<file path="config.mk">
export PLATFORM = sky130hd
export DESIGN_NAME = ext_irq_ctrl
export DESIGN_NICKNAME = d
export VERILOG_FILES = /design/src/rtl/ext_irq_ctrl.sv
export SDC_FILE = /design/constraint.sdc
export NUM_CORES = 1
export LEC_CHECK = 0
export BUFFER_PORTS_ARGS = -buffer_cell sky130_fd_sc_hd__buf_2
export CELL_PAD_IN_SITES_DETAIL_PLACEMENT = 1
export CELL_PAD_IN_SITES_GLOBAL_PLACEMENT = 2
export CORE_UTILIZATION = 35
export CTS_BUF_LIST = sky130_fd_sc_hd__clkbuf_4
export DETAILED_ROUTE_END_ITERATION = 10
export PLACE_DENSITY_LB_ADDON = 0.3
export SLEW_MARGIN = 20
export SYNTH_ARGS = -nofsm -noshare
export SYNTH_HDL_FRONTEND = slang
export SYNTH_SLANG_ARGS = --single-unit
export TNS_END_PERCENT = 10
</file>
<file path="constraint.sdc">
create_clock -name clk -period 1.45 [get_ports clk]
set_input_delay 0.2175 -clock clk [delete_from_list [all_inputs] [get_ports clk]]
set_output_delay 0.2175 -clock clk [all_outputs]
set_load 0.01 [all_outputs]
</file>
<file path="src/rtl/ext_irq_ctrl.sv">
module ext_irq_ctrl #(
  parameter int         FILT_NEED = 2,
  parameter int         SLOW_DIV  = 16,
  parameter logic [7:0] VEC_BASE  = 8'h03,
  parameter logic [7:0] VEC_STEP  = 8'h08
) (
  input  logic       clk,
  input  logic       rst_n,
  input  logic [3:0] irq_pin,
  input  logic       reg_we,
  input  logic [1:0] reg_addr,
  input  logic [7:0] reg_wdata,
  output logic [7:0] reg_rdata,
  output logic       irq_req,
  output logic [7:0] irq_vector,
  input  logic       irq_ack,
  output logic       tmr_event
);
  localparam int NPIN = 4;
  localparam int PW   = $clog2(SLOW_DIV);
  localparam int FW   = $clog2(FILT_NEED + 1);

  logic [7:0]      mode_q;
  logic [3:0]      en_q, flag_q, flag_nxt;
  logic            rate_q;
  logic [1:0]      cnt_en_q;
  logic [3:0]      s1, s2, prev, det, rise, fall;
  logic [3:0]      edge_ev, lvl_mode, lvl_act, pend, clr_w, clr_ack;
  logic            filt, tick;
  logic [PW-1:0]   pre;
  logic [FW-1:0]   fcnt;
  logic [1:0]      win;
  logic            unused_wbit;

  assign unused_wbit = reg_wdata[7];

  always_ff @(posedge clk) begin
    if (!rst_n) begin
      mode_q   <= '0;
      en_q     <= '0;
      rate_q   <= 1'b0;
      cnt_en_q <= '0;
    end else if (reg_we) begin
      case (reg_addr)
        2'd0: mode_q <= reg_wdata;
        2'd1: {cnt_en_q, rate_q, en_q} <= reg_wdata[6:0];
        default: ;
      endcase
    end
  end

  always_comb begin
    case (reg_addr)
      2'd0:    reg_rdata = mode_q;
      2'd1:    reg_rdata = {1'b0, cnt_en_q, rate_q, en_q};
      2'd2:    reg_rdata = {4'b0, flag_q};
      default: reg_rdata = 8'h00;
    endcase
  end

  always_ff @(posedge clk) begin
    if (!rst_n) begin
      s1   <= '1;
      s2   <= '1;
      prev <= '1;
      pre  <= '0;
    end else begin
      s1   <= irq_pin;
      s2   <= s1;
      prev <= det;
      pre  <= pre + 1'b1;
    end
  end

  assign tick = !rate_q || (pre == PW'(SLOW_DIV - 1));

  always_ff @(posedge clk) begin
    if (!rst_n) begin
      filt <= 1'b1;
      fcnt <= '0;
    end else if (tick) begin
      if (s2[3] == filt) begin
        fcnt <= '0;
      end else if (fcnt == FW'(FILT_NEED - 1)) begin
        filt <= s2[3];
        fcnt <= '0;
      end else begin
        fcnt <= fcnt + 1'b1;
      end
    end
  end

  assign det  = {filt, s2[2:0]};
  assign rise = det & ~prev;
  assign fall = ~det & prev;

  for (genvar i = 0; i < NPIN; i++) begin : g_pin
    logic [1:0] m;
    assign m = mode_q[2*i +: 2];
    if (i < 2) begin : g_lvl
      assign edge_ev[i]  = ((m == 2'b00) && fall[i]) || ((m == 2'b01) && rise[i]);
      assign lvl_mode[i] = m[1];
      assign lvl_act[i]  = m[0] ? det[i] : ~det[i];

      AST_LEVEL_FOLLOW: assert property (@(posedge clk) disable iff (!rst_n)
        (lvl_mode[i] && lvl_act[i]) |=> flag_q[i]);
    end else begin : g_edge
      assign edge_ev[i]  = m[1] ? (rise[i] || fall[i]) : (m[0] ? rise[i] : fall[i]);
      assign lvl_mode[i] = 1'b0;
      assign lvl_act[i]  = 1'b0;
    end

    AST_W1C: assert property (@(posedge clk) disable iff (!rst_n)
      (reg_we && reg_addr == 2'd2 && reg_wdata[i] && !lvl_mode[i] && !edge_ev[i])
      |=> !flag_q[i]);
  end

  assign pend    = flag_q & en_q;
  assign irq_req = |pend;

  always_comb begin
    win = 2'd0;
    for (int i = NPIN - 1; i >= 0; i--)
      if (pend[i]) win = 2'(i);
  end

  assign irq_vector = irq_req ? (VEC_BASE + (VEC_STEP * {6'd0, win})) : 8'h00;
  assign clr_w      = (reg_we && reg_addr == 2'd2) ? reg_wdata[3:0] : 4'b0;
  assign clr_ack    = (irq_ack && irq_req) ? (4'b0001 << win) : 4'b0;

  always_comb begin
    for (int i = 0; i < NPIN; i++) begin
      if (lvl_mode[i])                 flag_nxt[i] = lvl_act[i];
      else if (edge_ev[i])             flag_nxt[i] = 1'b1;
      else if (clr_w[i] || clr_ack[i]) flag_nxt[i] = 1'b0;
      else                             flag_nxt[i] = flag_q[i];
    end
  end

  always_ff @(posedge clk) begin
    if (!rst_n) flag_q <= '0;
    else        flag_q <= flag_nxt;
  end

  assign tmr_event = (cnt_en_q[0] && edge_ev[2]) || (cnt_en_q[1] && edge_ev[3]);

  AST_VEC_FORM: assert property (@(posedge clk) disable iff (!rst_n)
    irq_req |-> (irq_vector[2:0] == 3'b011 && irq_vector[7:5] == 3'b000));
  AST_PRIO_LOW: assert property (@(posedge clk) disable iff (!rst_n)
    (flag_q[0] && en_q[0]) |-> (irq_vector == VEC_BASE));
  AST_MASKED: assert property (@(posedge clk) disable iff (!rst_n)
    (en_q == 4'b0) |-> !irq_req);
  AST_FILT_TICK: assert property (@(posedge clk) disable iff (!rst_n)
    (filt != $past(filt)) |-> $past(tick));
  AST_EVENT_SRC: assert property (@(posedge clk) disable iff (!rst_n)
    tmr_event |-> (cnt_en_q != 2'b00));
endmodule

</file>
==> results of run 1 <==
final cells by class:
| class | instances | area share (%) |
|---|---|---|
| multi-input cells | 129 | 44.4 |
| clock buffers | 5 | 1.66 |
| repair buffers | 50 | 13.8 |
| well taps | 67 | 3.71 |
| inverters | 5 | 0.941 |
| flip-flops and latches | 38 | 35.0 |
| clock inverters | 2 | 0.443 |
critical path, delay by kind of cell, from the launching register on:
family	cells	cell delay, ps
fa+ha+maj	1	250
compound gates	1	200
flops	1	400
mux	1	70
buf+inv	3	300
report_power, final:
part | internal (uW) | total [uW] | switching [uW]
Combinational | 117 | 231 | 114
Sequential | 1080 | 1120 | 39.8
Clock | 175 | 536 | 362
Total | 1370 | 1890 | 515
logic make-up (layout without fill, tap and decap cells):
kind of cell             after synthesis  in the layout  synth area share [%]
AND/OR/NAND/NOR                       65             65                  20.8
flip-flops                            38             38                  42.5
multiplexers                          27             27                  15.2
AO/OA/AOI/OAI                         22             22                  8.31
buffers and inverters                 19             62                  6.42
adder cells (fa/ha/maj)                6              6                  4.19
XOR/XNOR                               5              5                  2.44
other                                  1              4                 0.209
flip-flops by register name, summed over array words and instances, names as in the netlist:
signal / flops
flag_q: 4
en_q: 4
prev: 4
mode_q: 8
rate_q: 1
fcnt: 2
cnt_en_q: 2
pre: 4
s2: 4
s1: 4
filt: 1
layer usage:
metal  global-route usage (%)  vias to the layer above  wire length [um]
li1                         -                      701                 -
met1                     20.4                      686              1920
met2                     30.5                       35              2360
met3                     3.70                       13               167
met4                     8.33                        0               136
met5                        0                        -                 0
worst max path at each step:
stage / startpoint / to / slack [ps]
final: s2[2] / tmr_event / -340
after global routing: s2[2] / tmr_event / -400
after CTS: prev[2] / tmr_event / -300
after detailed placement: filt / tmr_event / -20
after global placement: filt / tmr_event / 60
after floorplan: pre[0] / filt / 200
timing repair:
item / 4_1_cts / 5_1_grt
buffers inserted: 11 / 1
hold buffers: 0 / 0
pin swaps: 2 / 6
endpoints found under the setup margin: 6 / 12
resized for setup: 16 / 27
cells in the final DEF (no fill, tap or decap), types with 5 or more instances in the layout:
| master | n |
|---|---|
| sky130_fd_sc_hd__buf_2 | 31 |
| sky130_fd_sc_hd__nand2_1 | 12 |
| sky130_fd_sc_hd__dfxtp_2 | 10 |
| sky130_fd_sc_hd__dfxtp_4 | 5 |
| sky130_fd_sc_hd__mux2i_1 | 24 |
| sky130_fd_sc_hd__dfxtp_1 | 23 |
| sky130_fd_sc_hd__clkbuf_4 | 5 |
| sky130_fd_sc_hd__buf_4 | 15 |
| sky130_fd_sc_hd__nand2b_1 | 12 |
| sky130_fd_sc_hd__nand3_1 | 5 |
| sky130_fd_sc_hd__nor2b_1 | 17 |
through the flow:
step | util [%] | hold slack [ps] | setup TNS (ps) | instances
finish | 46.9 | 39.9 | -852 | 296
global route | 46.9 | 24.8 | -1410 | 296
CTS | 45.0 | 27.4 | -905 | 295
detailed placement | 41.5 | 396 | -19.3 | 277
global placement | 41.5 | 395 | 0 | 277
floorplan | - | 319 | 0 | 186
==> flow_metrics.tcl, run 1 <==
set metrics [dict create \
    syn2layout_area_growth_pct 26.1 \
    cell_row_count 25 \
    finalCriticalPeriod_ps 1790 \
    synth-async-reset-ratio_pct 0 \
    final_critical_path_setup_slack_ps -344 \
    die_height_um 73.6 \
    min_from "irq_pin[2]" \
    reg2reg_to "flag_q[3]" \
    post-synth-top-area-cell "sky130_fd_sc_hd__dfxtp_1" \
    fin_crit_sh_pct 124 \
    fmaxAchievable_ghz 0.557 \
    synthDominantCellAreaShare_pct 42.5 \
    cts.root.buffer_cell "sky130_fd_sc_hd__clkbuf_4" \
    grt_start_max_net_pins 21 \
    setup_violations 5 \
    synth.top_cells.by_area "sky130_fd_sc_hd__dfxtp_1 42%, sky130_fd_sc_hd__mux2i_1 15%, sky130_fd_sc_hd__nor2b_1 5.9%, sky130_fd_sc_hd__ha_1 4.2%, sky130_fd_sc_hd__nand2b_1 4.2%" \
    number_of_hold_slack_violations_in_the_final_timing_report 0 \
    whs_endpoint "s1[2]" \
    clock_skew_ps 10.8 \
    vdd_ir_drop_max_uv 370 \
    p_leak_uw 0.000982 \
    worst_hold_path.num_cells 2 \
    vias 1435 \
    fp.dieArea_mm2 0.00541 \
    tritoncts.num_buffers 5 \
    fill_cells 586 \
    syn-instance-count 183 \
    rr_startpoint "filt" \
    slowest_stage "sky130_fd_sc_hd__dfxtp_4" \
    postRouteWirelength_um 4580 \
    endpoint_kind "output port" \
    post_synthesis_cell_area_mm2 0.00179 \
    detailed_place.area_mm2 0.00200 \
    placeableCoreArea_mm2 0.00482 \
    h_tree_level_count 2 \
    wl_per_cell_um 15.5 \
    seq_area_um2 792 \
    finalMaxSlewViolations 0 \
    vias_in_the_first_global_route 1502 \
    design.portCount 36 \
    multi_input_area_mm2 0.00100 \
    gp_congestion 0.735 \
    num-nets-final 253 \
    initialDrtViolationCount 57 \
    initial_utilization_pct 37.2 \
    detail_route.first_pass.iterations 4 \
    worstSetupPathType "flop to output port" \
    max_stage_delay_ps 400 \
    grt_setup_unrepaired "true" \
    dp_hpwl_um 3090 \
    worst_setup_hold_path_clk_slew_ps 120 \
    worst-endpoint-arrival_ps 1580 \
    worst-r2r-cell-count 10 \
    synth-edff-count 0 \
    path_max_fanout 3 \
    grt_pass1_wl_um 7030 \
    holdCritPathClass "input port to flop" \
    status "finished, violations left" \
    yosysSeqAreaShare_pct 42.5 \
    cts_buffer_depth 2 \
    clock_tree_from_tritoncts "done" \
    cap_viol_max_count 0 \
    design_power_total_uw 1890 \
    antenna_cells 0 \
    worst-r2r-setup-slack_ps -280 \
    ant_nets 0 \
    cts.sinks 38 \
    final_layout_size_suffix_gt1_share_pct 38.9 \
    grt_antenna_before_repair 0 \
    final_cell_area_mm2 0.00226 \
    grt_residual_overflow 0 \
    cp-start-kind "flop" \
    drc_errors 0 \
    crit_chain "inv_4 -> buf_6 -> ha_4 -> mux2i_2 -> a22o_1 -> buf_2" \
    synth_top_cells_by_count "38 x sky130_fd_sc_hd__dfxtp_1, 26 x sky130_fd_sc_hd__mux2i_1, 17 x sky130_fd_sc_hd__nor2b_1, 13 x sky130_fd_sc_hd__nand2_1, 12 x sky130_fd_sc_hd__nand2b_1" \
    preCtsSetupSlack_ps -19.3 \
    gr-usage-all-layers_pct 17.5 \
    violations_in_the_final_reports "negative setup slack" \
    routed_via_density 4.85 \
    placement.io_buffers 31 \
    die_width_um 73.6 \
    power.density_mw_per_mm2 836 \
    yosysMostFrequentCell "sky130_fd_sc_hd__dfxtp_1" \
    ys_dominant_reg_cell "sky130_fd_sc_hd__dfxtp_1" \
    clock_insertion_delay_worst_skew_ps 350 \
    critical_path_required_ps 1230 \
    synth.lib_cells_used.distinct 38 \
    ys_ff_latch 38 \
    avgSynthCellArea_um2 9.79 \
    synthesis.yosys.warnings 0 \
]
Power figures use the tool's default switching activity.
==> run 2, diff against run 1 <==
--- a/config.mk
+++ b/config.mk
@@ -12,4 +12,5 @@
 export CTS_BUF_LIST = sky130_fd_sc_hd__clkbuf_4
 export DETAILED_ROUTE_END_ITERATION = 10
+export HOLD_SLACK_MARGIN = 0.03
 export PLACE_DENSITY_LB_ADDON = 0.3
 export SLEW_MARGIN = 20
==> constraint.sdc (replaced) <==
create_clock -name clk -period 1.45 [get_ports clk]
set_input_delay 0.0725 -clock clk [delete_from_list [all_inputs] [get_ports clk]]
set_output_delay 0.0725 -clock clk [all_outputs]
set_load 0.01 [all_outputs]
==> flow_metrics.tcl, run 2 (same netlist as run 1, synthesis figures left out) <==
set metrics [dict create \
    number_of_hold_slack_violations_in_the_final_timing_report 0 \
    path_max_fanout 3 \
    detail_route.first_pass.iterations 4 \
    grt_start_max_net_pins 22 \
    worstSetupPathType "flop to output port" \
    slowest_stage "sky130_fd_sc_hd__dfxtp_4" \
    routed_via_density 4.80 \
    h_tree_level_count 2 \
    vias_in_the_first_global_route 1511 \
    dp_hpwl_um 3090 \
    critical_path_required_ps 1380 \
    crit_cells 5 \
    initial_utilization_pct 37.2 \
    grt_pass1_wl_um 7180 \
    cts_buffer_depth 2 \
    violations_in_the_final_reports "negative setup slack" \
    clock_tree_from_tritoncts "done" \
    top_register "mode_q" \
    p_leak_uw 0.00101 \
    num-nets-final 258 \
    setup_violations 2 \
    clock_skew_ps 20.2 \
    ant_nets 0 \
    gp_congestion 0.743 \
    finalCriticalPeriod_ps 1640 \
    fin_crit_sh_pct 113 \
    preCtsSetupSlack_ps 56.7 \
    syn2layout_area_growth_pct 29.1 \
    drc_errors 0 \
    grt_setup_unrepaired "true" \
    worst-endpoint-arrival_ps 1560 \
    design.portCount 36 \
    rr_startpoint "filt" \
    postRouteWirelength_um 4320 \
    cell_row_count 25 \
    endpoint_kind "output port" \
    worst_setup_hold_path_clk_slew_ps 130 \
    worst-r2r-setup-slack_ps -170 \
    max_stage_delay_ps 370 \
    antenna_cells 0 \
    critical-path-top-delay-family "flip-flops" \
    gr-usage-all-layers_pct 18.1 \
    vias 1450 \
    cap_viol_max_count 0 \
    initialDrtViolationCount 58 \
    final_critical_path_setup_slack_ps -187 \
    final_common_cell "sky130_fd_sc_hd__buf_2" \
    power.density_mw_per_mm2 972 \
    fmaxAchievable_ghz 0.611 \
    worstSetupEndpoint "tmr_event" \
    grt_residual_overflow 0 \
    cp-start-kind "flop" \
    status "finished, violations left" \
    cts.root.buffer_cell "sky130_fd_sc_hd__clkbuf_4" \
    final_layout_size_suffix_gt1_share_pct 31.1 \
    finalMaxSlewViolations 0 \
    tritoncts.num_buffers 5 \
    cp-startpoint "filt" \
    clock_insertion_delay_worst_skew_ps 360 \
    worst-r2r-cell-count 8 \
    cts.sinks 38 \
    crit_chain "ha_1 -> mux2i_1 -> mux2i_2 -> a22o_1 -> buf_2" \
    grt_antenna_before_repair 0 \
    final_cell_mix "31 x sky130_fd_sc_hd__buf_2, 30 x sky130_fd_sc_hd__dfxtp_1, 24 x sky130_fd_sc_hd__mux2i_1" \
    die_width_um 73.6 \
    holdCritPathClass "input port to flop" \
    vdd_ir_drop_max_uv 510 \
    largest_register_ff_count 8 \
    placement.io_buffers 31 \
    fp.dieArea_mm2 0.00541 \
    timing.critical_path.buf_inv 1 \
    die_height_um 73.6 \
    placeableCoreArea_mm2 0.00482 \
    reg2reg_to "flag_q[3]" \
    design_power_total_uw 2250 \
    wl_per_cell_um 14.3 \
]
## run 2: cell count changes in the layout (fill, tap and decap cells not counted), sizes merged
cell,previous run,this run
dlygate4sd3,0,12
buf,50,43
bufinv,0,2
clkinv,2,1
## run 2: timing repair
| action | CTS | global route |
|---|---|---|
| pin swaps | 2 | 2 |
| hold endpoints to repair | 16 | 0 |
| hold buffers | 12 | 0 |
| resized for setup | 12 | 12 |
| setup buffers | 5 | 1 |
| setup endpoints to repair | 5 | 8 |
## run 2: area by class of cell
cell class,count,area [um^2]
clock buffers,5,37.5
flip-flops and latches,38,773
multi-input cells,129,970
clock inverters,3,63.8
fillers,583,2500
repair buffers,55,365
well taps,67,83.8
inverters,5,18.8
## run 2: layer usage
metal  global-route usage [%]  wire [um]  vias up
met5                        0          0        -
met4                     10.3         99        0
met3                     3.29        114        8
met2                     31.2       2170       28
met1                     21.1       1930      699
li1                         -          -      715
## run 2: how the worst min path moves through the flow
| stage | cells after the start | endpoint | startpoint | slack (ps) |
|---|---|---|---|---|
| floorplan | 1 | s1[0] | irq_pin[0] | 170 |
| detailed placement | 2 | s1[2] | irq_pin[2] | 260 |
| finish | 3 | flag_q[3] | irq_ack | 60 |
| global route | 3 | flag_q[3] | irq_ack | 70 |
| CTS | 3 | flag_q[3] | irq_ack | 40 |
| global placement | 2 | s1[3] | irq_pin[3] | 250 |
## run 2: tightest hold or removal path: stages
cell,delay [ps]
sky130_fd_sc_hd__buf_2,130
sky130_fd_sc_hd__nand4_1,80
sky130_fd_sc_hd__a22o_1,120
## run 2: per-stage QoR
stage	hold WS [ps]	instance area (um^2)	setup TNS (ps)	utilization, %	std cells
floorplan	174	1800	0	-	186
global placement	252	1990	0	41.3	276
detailed placement	258	1990	0	41.3	276
CTS	42.5	2270	-323	47.2	301
global route	66.4	2310	-544	48.0	302
finish	57.2	2310	-355	48.0	302
## run 2: where the power goes
group / switching (uW) / internal [uW] / total (uW) / leakage (uW)
sequential: 41.0 / 1080 / 1130 / 0.000311
clock: 359 / 531 / 890 / 0.0000528
combinational: 109 / 124 / 233 / 0.000647
total: 509 / 1740 / 2250 / 0.00101
==> run 3, diff against run 2 <==
BUFFER_PORTS_ARGS = default   (was -buffer_cell sky130_fd_sc_hd__buf_2)
CORE_MARGIN = 2   (was default)
CORE_UTILIZATION = 40   (was 35)
DONT_BUFFER_PORTS = 1   (was default)
==> flow_metrics.tcl, run 3 (same netlist as run 1, synthesis figures left out) <==
set metrics [dict create \
    drc_errors 0 \
    postRouteWirelength_um 4050 \
    vias 1312 \
    fmaxAchievable_ghz 0.658 \
    grt_start_max_net_pins 41 \
    grt_residual_overflow 0 \
    routed_via_density 5.15 \
    holdCritPathClass "input port to flop" \
    vias_in_the_first_global_route 1367 \
    post-route-util_pct 49.8 \
    top_register "mode_q" \
    worst_setup_hold_path_clk_slew_ps 110 \
    cts.root.buffer_cell "sky130_fd_sc_hd__clkbuf_4" \
    fp.dieArea_mm2 0.00503 \
    num-nets-final 227 \
    clock_insertion_delay_worst_skew_ps 340 \
    path_max_fanout 3 \
    cell_row_count 24 \
    largest_register_ff_count 8 \
    grt_setup_unrepaired "true" \
    vdd_ir_drop_max_uv 576 \
    endpoint_kind "output port" \
    clock_tree_from_tritoncts "done" \
    die_width_um 70.9 \
    placeableCoreArea_mm2 0.00432 \
    fin_crit_sh_pct 105 \
    p_leak_uw 0.000839 \
    critical_path_required_ps 1380 \
    finalMaxSlewViolations 0 \
    number_of_hold_slack_violations_in_the_final_timing_report 0 \
    gr-usage-all-layers_pct 17.1 \
    cts_buffer_depth 2 \
    syn2layout_area_growth_pct 20.2 \
    worstSetupPathType "flop to output port" \
    antenna_cells 0 \
    slew_headroom_pct 62.3 \
    tritoncts.num_buffers 5 \
    timing_worst_slew_pin_value_ps 564 \
    wl_per_cell_um 15.9 \
    preCtsSetupSlack_ps 81.1 \
    design_power_total_uw 1840 \
    design.portCount 36 \
    cp-start-kind "flop" \
    power.density_mw_per_mm2 853 \
    final_cell_mix "34 x sky130_fd_sc_hd__dfxtp_1, 23 x sky130_fd_sc_hd__mux2i_1, 18 x sky130_fd_sc_hd__dlygate4sd3_1" \
    worst-endpoint-arrival_ps 1450 \
    setup_tns_ps -70.5 \
    setup_violations 1 \
    clock_skew_ps 7.45 \
    final_layout_size_suffix_gt1_share_pct 17.7 \
    h_tree_level_count 2 \
    cap_viol_max_count 0 \
    initial_utilization_pct 41.4 \
    gp_congestion 0.720 \
    dp_hpwl_um 2690 \
    ant_nets 0 \
    placement.io_buffers 0 \
    grt_antenna_before_repair 0 \
    initialDrtViolationCount 46 \
    grt_pass1_wl_um 6750 \
    cts.sinks 38 \
    detail_route.first_pass.iterations 4 \
    final_critical_path_setup_slack_ps -70.5 \
    final_common_cell "sky130_fd_sc_hd__dfxtp_1" \
    die_height_um 70.9 \
    finalCriticalPeriod_ps 1520 \
    violations_in_the_final_reports "negative setup slack" \
    status "finished, violations left" \
]
-- run 3: worst paths after layout --
check / end / cells past startpoint / from / slack [ps]
max: tmr_event / 5 / s2[2] / -70
min: flag_q[3] / 3 / rst_n / 40
max reg2reg: filt / 4 / pre[0] / 120
min reg2reg: s2[1] / 1 / s1[1] / 420
-- run 3: power breakdown --
part	switching [uW]	internal (uW)
Clock	338	175
Combinational	88.0	115
Sequential	39.5	1080
-- run 3: metrics by stage --
stage / instance area [um^2] / cells / hold slack (ps)
after floorplan: 1800 / 186 / 174
after global placement: 1790 / 226 / 147
after detailed placement: 1790 / 226 / 152
after CTS: 2080 / 254 / 33.0
after global routing: 2150 / 255 / 45.0
final: 2150 / 255 / 44.8
-- run 3: cell type report --
cell class              count  area (um^2)
fillers                   486         2170
multi-input cells         129         1010
flip-flops and latches     38          771
repair buffers             24          238
well taps                  52         65.1
clock buffers               5         37.5
inverters                   5         21.3
clock inverters             2         10.0
-- run 3: worst max-delay path, stage by stage, from the launching register on --
cell	delay, ps
sky130_fd_sc_hd__dfxtp_4	390
sky130_fd_sc_hd__inv_4	50
sky130_fd_sc_hd__ha_4	150
sky130_fd_sc_hd__mux2i_2	170
sky130_fd_sc_hd__mux2i_2	110
sky130_fd_sc_hd__a22o_1	230
-- run 3: metal layers --
metal	global-route usage, %	share of wire (%)	vias up
met5	0	0	-
met4	5.66	0.94	0
met3	4.13	3.9	4
met2	28.3	48	28
met1	21.9	47	634
li1	-	-	646
-- run 3: repair_timing --
item                                    CTS  global route
hold buffers                             18             1
pin swaps                                 2             1
resized for setup                        13            14
buffers inserted                          3             0
endpoints found under the setup margin    1             6
endpoints found under the hold margin    38             1
